===== src/rtl/pfx_pkg.sv =====
package pfx_pkg;
    localparam int LEN_W     = 14;
    localparam int CNT_LSB   = 24;
    localparam int CNT_W     = 7;
    localparam int RD_BYTES  = 4;
    localparam int WR_BYTES  = 2;

    typedef enum logic [1:0] {
        ST_IDLE,
        ST_FETCH,
        ST_POST,
        ST_DONE
    } pfx_state_e;
endpackage


===== src/rtl/pfx_fifo.sv =====
module pfx_fifo #(
    parameter int DEPTH = 64,
    localparam int AW = $clog2(DEPTH),
    localparam int CW = AW + 1
) (
    input  logic          clk,
    input  logic          rst_n,
    input  logic          clr,
    input  logic [1:0]    push_cnt,
    input  logic [15:0]   push_data,
    input  logic [2:0]    pop_cnt,
    output logic [CW-1:0] fill,
    output logic [31:0]   head_word
);
    logic [7:0]    mem [DEPTH];
    logic [AW-1:0] wr_ptr;
    logic [AW-1:0] rd_ptr;

    always_ff @(posedge clk or negedge rst_n) begin
        if (!rst_n) begin
            wr_ptr <= '0;
            rd_ptr <= '0;
            fill   <= '0;
        end else if (clr) begin
            wr_ptr <= '0;
            rd_ptr <= '0;
            fill   <= '0;
        end else begin
            wr_ptr <= wr_ptr + AW'(push_cnt);
            rd_ptr <= rd_ptr + AW'(pop_cnt);
            fill   <= fill + CW'(push_cnt) - CW'(pop_cnt);
        end
    end

    always_ff @(posedge clk) begin
        for (int k = 0; k < 2; k++) begin
            if (!clr && (2'(k) < push_cnt))
                mem[wr_ptr + AW'(k)] <= push_data[8*k +: 8];
        end
    end

    for (genvar g = 0; g < 4; g++) begin : g_lane
        assign head_word[8*g +: 8] = mem[rd_ptr + AW'(g)];
    end

    // the controller never pops more than is held
    p_no_underflow_r6: assert property (@(posedge clk) disable iff (!rst_n)
        CW'(pop_cnt) <= fill);
    // the controller never pushes past the depth
    p_no_overflow_r5: assert property (@(posedge clk) disable iff (!rst_n)
        (int'(fill) + int'(push_cnt)) <= DEPTH);
endmodule


===== src/rtl/pfx_ctrl.sv =====
module pfx_ctrl
    import pfx_pkg::*;
#(
    parameter int DEPTH = 64,
    parameter int FRAME = 64,
    localparam int CW = $clog2(DEPTH) + 1
) (
    input  logic             clk,
    input  logic             rst_n,
    input  logic             start,
    input  logic [LEN_W-1:0] len,
    input  logic             wr_sel,
    input  logic             dma_sel,
    input  logic             abort,
    input  logic [CW-1:0]    fill,
    input  logic             nd_in_valid,
    input  logic             nd_out_ready,
    input  logic             hrd_req,
    input  logic             hwr_req,
    output pfx_state_e       state,
    output logic [LEN_W-1:0] remain,
    output logic             mode_wr,
    output logic             nd_in_ready,
    output logic             nd_out_valid,
    output logic [1:0]       push_cnt,
    output logic [2:0]       pop_cnt,
    output logic             start_err,
    output logic             dma_req
);
    pfx_state_e       state_nx;
    logic [LEN_W-1:0] pend;
    logic [LEN_W-1:0] len_eff;
    logic             mode_dma;
    logic [CW-1:0]    space;
    logic             take_nd;
    logic             send_nd;
    logic             host_pop;
    logic             host_push;

    assign len_eff = wr_sel ? {len[LEN_W-1:1], 1'b0} : len;
    assign space   = CW'(DEPTH) - fill;

    // output process
    always_comb begin
        nd_in_ready  = (state == ST_FETCH) && (fill < CW'(DEPTH));
        nd_out_valid = (state == ST_POST) && (fill != '0);
        take_nd      = nd_in_valid && nd_in_ready;
        send_nd      = nd_out_valid && nd_out_ready;
        host_pop     = hrd_req && !mode_wr && (fill >= CW'(RD_BYTES))
                       && ((state == ST_FETCH) || (state == ST_DONE));
        host_push    = hwr_req && (state == ST_POST)
                       && (space >= CW'(WR_BYTES)) && (pend >= LEN_W'(WR_BYTES));
        push_cnt     = take_nd ? 2'd1 : (host_push ? 2'd2 : 2'd0);
        pop_cnt      = host_pop ? 3'd4 : (send_nd ? 3'd1 : 3'd0);
        dma_req      = mode_dma && (
                         (!mode_wr && ((state == ST_FETCH) || (state == ST_DONE))
                          && (fill >= CW'(FRAME)))
                      || ((state == ST_POST) && (space >= CW'(FRAME))
                          && (pend >= LEN_W'(FRAME))));
    end

    // next-state logic
    always_comb begin
        state_nx = state;
        unique case (state)
            ST_IDLE: begin
                if (start)
                    state_nx = (len_eff == '0) ? ST_DONE
                             : (wr_sel ? ST_POST : ST_FETCH);
            end
            ST_FETCH: if (take_nd && (remain == LEN_W'(1))) state_nx = ST_DONE;
            ST_POST:  if (send_nd && (remain == LEN_W'(1))) state_nx = ST_DONE;
            ST_DONE:  state_nx = ST_DONE;
        endcase
        if (abort)
            state_nx = ST_IDLE;
    end

    // state register and counters
    always_ff @(posedge clk or negedge rst_n) begin
        if (!rst_n) begin
            state     <= ST_IDLE;
            remain    <= '0;
            pend      <= '0;
            mode_wr   <= 1'b0;
            mode_dma  <= 1'b0;
            start_err <= 1'b0;
        end else begin
            state     <= state_nx;
            start_err <= start && !abort && (state != ST_IDLE);
            if (abort) begin
                remain <= '0;
                pend   <= '0;
            end else if ((state == ST_IDLE) && start) begin
                remain   <= len_eff;
                pend     <= len_eff;
                mode_wr  <= wr_sel;
                mode_dma <= dma_sel;
            end else begin
                if (take_nd || send_nd)
                    remain <= remain - LEN_W'(1);
                if (host_push)
                    pend <= pend - LEN_W'(WR_BYTES);
            end
        end
    end

    // a refused start keeps the engine busy and flags the refusal
    p_refuse_busy_r3: assert property (@(posedge clk) disable iff (!rst_n)
        (start && !abort && (state != ST_IDLE)) |=> (start_err && (state != ST_IDLE)));
    // outstanding count never grows during a transfer
    p_remain_monotone_r4: assert property (@(posedge clk) disable iff (!rst_n)
        ((state != ST_IDLE) && !abort) |=> (remain <= $past(remain)));
    // completion is held until a reset command
    p_done_sticky_r12: assert property (@(posedge clk) disable iff (!rst_n)
        ((state == ST_DONE) && !abort) |=> (state == ST_DONE));
endmodule


===== src/rtl/pfx_engine.sv =====
module pfx_engine
    import pfx_pkg::*;
#(
    parameter int DEPTH = 64,
    parameter int FRAME = 64
) (
    input  logic        clk,
    input  logic        rst_n,
    input  logic        cmd_start,
    input  logic [13:0] cmd_len,
    input  logic        cmd_write,
    input  logic        cmd_dma,
    input  logic        cmd_reset,
    output logic        cmd_refused,
    output logic        busy,
    output logic [31:0] status,
    output logic        dma_req,
    input  logic        hrd_req,
    output logic [31:0] hrd_data,
    input  logic        hwr_req,
    input  logic [15:0] hwr_data,
    input  logic        nd_in_valid,
    input  logic [7:0]  nd_in_data,
    output logic        nd_in_ready,
    output logic        nd_out_valid,
    output logic [7:0]  nd_out_data,
    input  logic        nd_out_ready
);
    localparam int CW = $clog2(DEPTH) + 1;

    pfx_state_e       state;
    logic [LEN_W-1:0] remain;
    logic             mode_wr;
    logic [1:0]       push_cnt;
    logic [2:0]       pop_cnt;
    logic [CW-1:0]    fill;
    logic [31:0]      head_word;
    logic [15:0]      push_data;
    logic [CNT_W-1:0] cnt_field;

    pfx_ctrl #(.DEPTH(DEPTH), .FRAME(FRAME)) u_ctrl (
        .clk          (clk),
        .rst_n        (rst_n),
        .start        (cmd_start),
        .len          (cmd_len),
        .wr_sel       (cmd_write),
        .dma_sel      (cmd_dma),
        .abort        (cmd_reset),
        .fill         (fill),
        .nd_in_valid  (nd_in_valid),
        .nd_out_ready (nd_out_ready),
        .hrd_req      (hrd_req),
        .hwr_req      (hwr_req),
        .state        (state),
        .remain       (remain),
        .mode_wr      (mode_wr),
        .nd_in_ready  (nd_in_ready),
        .nd_out_valid (nd_out_valid),
        .push_cnt     (push_cnt),
        .pop_cnt      (pop_cnt),
        .start_err    (cmd_refused),
        .dma_req      (dma_req)
    );

    assign push_data = mode_wr ? hwr_data : {8'h00, nd_in_data};

    pfx_fifo #(.DEPTH(DEPTH)) u_fifo (
        .clk       (clk),
        .rst_n     (rst_n),
        .clr       (cmd_reset),
        .push_cnt  (push_cnt),
        .push_data (push_data),
        .pop_cnt   (pop_cnt),
        .fill      (fill),
        .head_word (head_word)
    );

    always_comb begin
        if (state == ST_IDLE)
            cnt_field = '0;
        else if (mode_wr)
            cnt_field = CNT_W'(CW'(DEPTH) - fill);
        else
            cnt_field = CNT_W'(fill);
        status = '0;
        status[CNT_LSB +: CNT_W] = cnt_field;
        status[LEN_W-1:0]        = remain;
    end

    assign busy        = (state != ST_IDLE);
    assign hrd_data    = head_word;
    assign nd_out_data = head_word[7:0];

    // a full FIFO stalls the NAND input
    p_full_stalls_r5: assert property (@(posedge clk) disable iff (!rst_n)
        (fill == CW'(DEPTH)) |-> !nd_in_ready);
    // post-write completes only with an empty FIFO
    p_post_done_empty_r8: assert property (@(posedge clk) disable iff (!rst_n)
        ((state == ST_DONE) && mode_wr) |-> (fill == '0));
    // a reset command clears the engine
    p_abort_clears_r10: assert property (@(posedge clk) disable iff (!rst_n)
        cmd_reset |=> ((status == 32'h0) && !busy));
endmodule


===== config.mk =====
export PLATFORM = sky130hd
export DESIGN_NAME = pfx_engine
export DESIGN_NICKNAME = d
export VERILOG_FILES = /design/src/rtl/pfx_pkg.sv /design/src/rtl/pfx_fifo.sv /design/src/rtl/pfx_ctrl.sv /design/src/rtl/pfx_engine.sv
export SDC_FILE = /design/constraint.sdc
export NUM_CORES = 2
export LEC_CHECK = 0
export BUFFER_PORTS_ARGS = -buffer_cell sky130_fd_sc_hd__buf_2
export CORE_ASPECT_RATIO = 0.8
export CORE_MARGIN = 2
export CORE_UTILIZATION = 44
export CTS_CLUSTER_SIZE = 28
export DETAILED_ROUTE_END_ITERATION = 6
export GPL_ROUTABILITY_DRIVEN = 1
export SLEW_MARGIN = 20
export SYNTH_ARGS = -nofsm -noshare
export SYNTH_HDL_FRONTEND = slang
export SYNTH_HIERARCHICAL = 1
export SYNTH_SLANG_ARGS = --single-unit

===== constraint.sdc =====
create_clock -name clk -period 4.8 [get_ports clk]
set_input_delay 0.48 -clock clk [delete_from_list [all_inputs] [get_ports clk]]
set_output_delay 0.48 -clock clk [all_outputs]
set_load 0.005 [all_outputs]

==> summary.md <==
| Metric | Value |
|---|---|
| Row count | `103` |
| Root buffer cell | `clkbuf_16` |
| HP Class | `primary input to async pin` |
| Skew final | `between 0.02 and 0.03 ns` |
| Syn. warnings | `6` |
| Cells after synthesis | `about 3200` |
| Vias per inst | `7.40` |
| Multi-input logic area | `25500 µm²` |
| Post-synthesis sequential area ratio | `38.1%` |
| Minimum clock period | `between 4 and 5 ns` |
| Initial Utilization | `about 44%` |
| CTS tree | `done` |
| CTS Buffer Depth | `3` |
| P_leak | `between 15 and 20 nW` |
| Peak VDD IR | `approximately 0.00026 V` |
| Outcome | `finished with violations` |
| Vias in the first global route | `approximately 32000` |
| Setup TNS | `0 ns` |
| # setup viols final | `0` |
| Number of synthesized flops with an enable pin | `512` |
| Syn Std Cell Area | `between 40000 and 50000 µm²` |
| Crit path DAT | `roughly 4.3 ns` |
| Critical-path cell list | `clkinv_1 > buf_4 > ha_4 > buf_12 > mux4_2 > mux4_2 > mux2i_1 > o21ai_0 > buf_2` |
| Register area | `around 17000 µm²` |
| Worst-path clk slew | `about 0.06 ns` |
| Post-synth top cells | `mux2_2, edfxtp_1, mux4_2` |
| Worst Path Max Fanout | `52` |
| Final Hold Fails | `0` |
| Max_cap viols | `0` |
| CP required | `between 4 and 5 ns` |
| Die Ht | `between 200 and 300 µm` |
| Worst-path cell with the longest stage delay | `mux4_2` |
| Clock Sinks | `~560` |
| GR Overflow Total | `0` |
| Worst skew pair latency | `0.65 ns` |
| Layout area overhead | `11.6%` |
| Cell variety after synth | `96` |
| CP dominant cell by count | `mux4_2` |
| Area share of the largest cell type after synthesis | `a little over a third` |
| H-tree Lvls | `3` |
| Antenna viol nets, final | `0` |
| Core area | `98700 µm²` |
| Power Density | `371 nW/µm²` |
| Layout Nets | `roughly 3400` |
| 1st-pass router iterations | `7` |
| Slew Viols, Final | `0` |
| Startpoint Class | `flop` |
| Fraction of registers with async set/reset | `a little over 9%` |
| Post-DP HPWL | `136000 µm` |
| Largest net degree at the start of global routing | `106` |
| Die Wd | `357 µm` |
| Slew @ Worst Pin | `1.17 ns` |
| Initial antenna violation count | `19` |
| Count leader, synth | `mux2_2` |
| First-pass GRT wire length | `around 260000 µm` |
| Mean Syn Cell Area | `around 14 µm²` |
| CP endpoint kind | `output pin` |
| Fillcell total | `roughly 8600` |
| F_max | `208 MHz` |
| Total track usage | `between 30% and 40%` |
| Top post-synthesis cells by area | `edfxtp_1, mux4_2, mux2_2` |
| Io pins | `125` |
| Crit path largest cell delay | `0.61 ns` |
| Die area | `~100000 µm²` |
| Final Cycle Share | `approximately 100%` |
| Iteration-0 DRC Markers | `~6800` |
| Routed WL per cell | `between 40 and 50 µm` |
| Total Routed Length | `about 190000 µm` |
| Post-route DRC | `14` |
| Top FF cell, synth | `edfxtp_1` |
| Yosys top cell by area | `edfxtp_1` |
| Total Power | `about 18 mW` |
| Unrepaired setup endpoints after global routing | `no` |
| Routability cong. | `around 1.1` |
| WS Path Type | `flop to output pin` |
| Post-synthesis register bit count | `~560` |
| Layout cells sized above 1 | `46.9%` |
| TritonCTS Buffers | `68` |
| DR vias | `~35000` |
| Buffers on Ports | `around 110` |
| Relative max-transition margin | `a little over a fifth` |
| Failing checks | `DRC` |
path summary, 6_finish.rpt:
path                                     end  slack, ns  cells after the start        startpoint
max                             hrd_data[18]      0.002                      9  u_fifo/rd_ptr[1]
min                           u_ctrl/mode_wr     0.0006                      2             rst_n
max reg2reg                u_fifo/mem[13][0]       0.23                     13    u_fifo/fill[0]
min reg2reg                  u_ctrl/mode_dma       0.52                      1   u_ctrl/mode_dma
max in group asynchronous   u_fifo/rd_ptr[1]       4.18                      2             rst_n
min in group clk             u_ctrl/mode_dma       0.10                      2           cmd_dma
through the flow:
stage / setup slack (ns) / cell area (µm²) / cells / hold slack [ns] / util, %
after global placement: 0.371 / 46400 / 4541 / 0.484 / 47.0
after floorplan: 0.586 / 43800 / 3251 / 0.184 / -
final: 0.00214 / 48900 / 4686 / 0.000562 / 49.5
after global routing: 0.00372 / 48900 / 4680 / 0.0620 / 49.5
after CTS: 0.0140 / 48800 / 4680 / 0.0270 / 49.5
after detailed placement: 0.282 / 46400 / 4541 / 0.496 / 47.0
sequential cells by signal, indices dropped and copies added (netlist names):
name	cells
u_ctrl/mode_dma	1
u_ctrl/pend	14
u_fifo/wr_ptr	6
u_ctrl/state	2
u_fifo/rd_ptr	6
u_ctrl/start_err	1
u_ctrl/mode_wr	1
u_fifo/mem	512
u_ctrl/remain	14
u_fifo/fill	7
layout make-up:
type,count,share of cell area (%)
Inverter,36,0.276
Tap cell,1312,3.36
Clock inverter,41,0.839
Antenna cell,6,0.0307
Timing Repair Buffer,357,5.55
Clock buffer,82,3.65
Multi-Input combinational cell,2288,52.2
Sequential cell,564,34.1
power by group:
group | leakage [nW] | total [mW] | switching (mW) | internal, mW
combinational | 9.69 | 7.04 | 4.19 | 2.86
clock | 1.06 | 5.27 | 2.26 | 3.00
sequential | 5.28 | 5.82 | 0.162 | 5.66
timing repair:
item / CTS / global route
cloned: 0 / 0
endpoints found under the setup margin: 19 / 20
buffers inserted: 16 / 0
resized for setup: 6 / 15
hold buffers: 0 / 0
pin swaps: 2 / 0
hold endpoints to repair: 0 / 0
cell usage in the layout (no fill, tap or decap), drive strengths merged, types with 68 or more instances in the layout:
cell type  count
nand2        305
mux2         526
o21ai         98
mux2i        101
buf          357
edfxtp       512
mux4         511
nor2         105
clkbuf        82
nand3         68
cells by family (layout without fill, tap and decap cells):
group / Yosys count / after routing / synth area share [%]
XOR/XNOR: 40 / 40 / 0.911
AO/OA/AOI/OAI: 348 / 348 / 5.45
flip-flops: 564 / 564 / 38.1
buffers and inverters: 399 / 516 / 4.26
multiplexers: 1138 / 1138 / 42.1
adder cells (fa/ha/maj): 29 / 29 / 0.897
AND/OR/NAND/NOR: 721 / 721 / 8.27
other: 2 / 18 / 0.0171
per-layer routing:
metal | GRT usage [%] | wire (µm)
met1 | 52.9 | 73700
met3 | 14.3 | 29700
met2 | 50.8 | 78700
met5 | 0.558 | 229
met4 | 11.5 | 6990
critical path, delay by kind of cell (launching register included):
| family | cells | cell delay, ns |
|---|---|---|
| flops | 1 | 0.51 |
| buf+inv | 4 | 0.93 |
| mux | 3 | 1.52 |
| fa+ha+maj | 1 | 0.30 |
| compound gates | 1 | 0.30 |
Power figures use the tool's default switching activity.
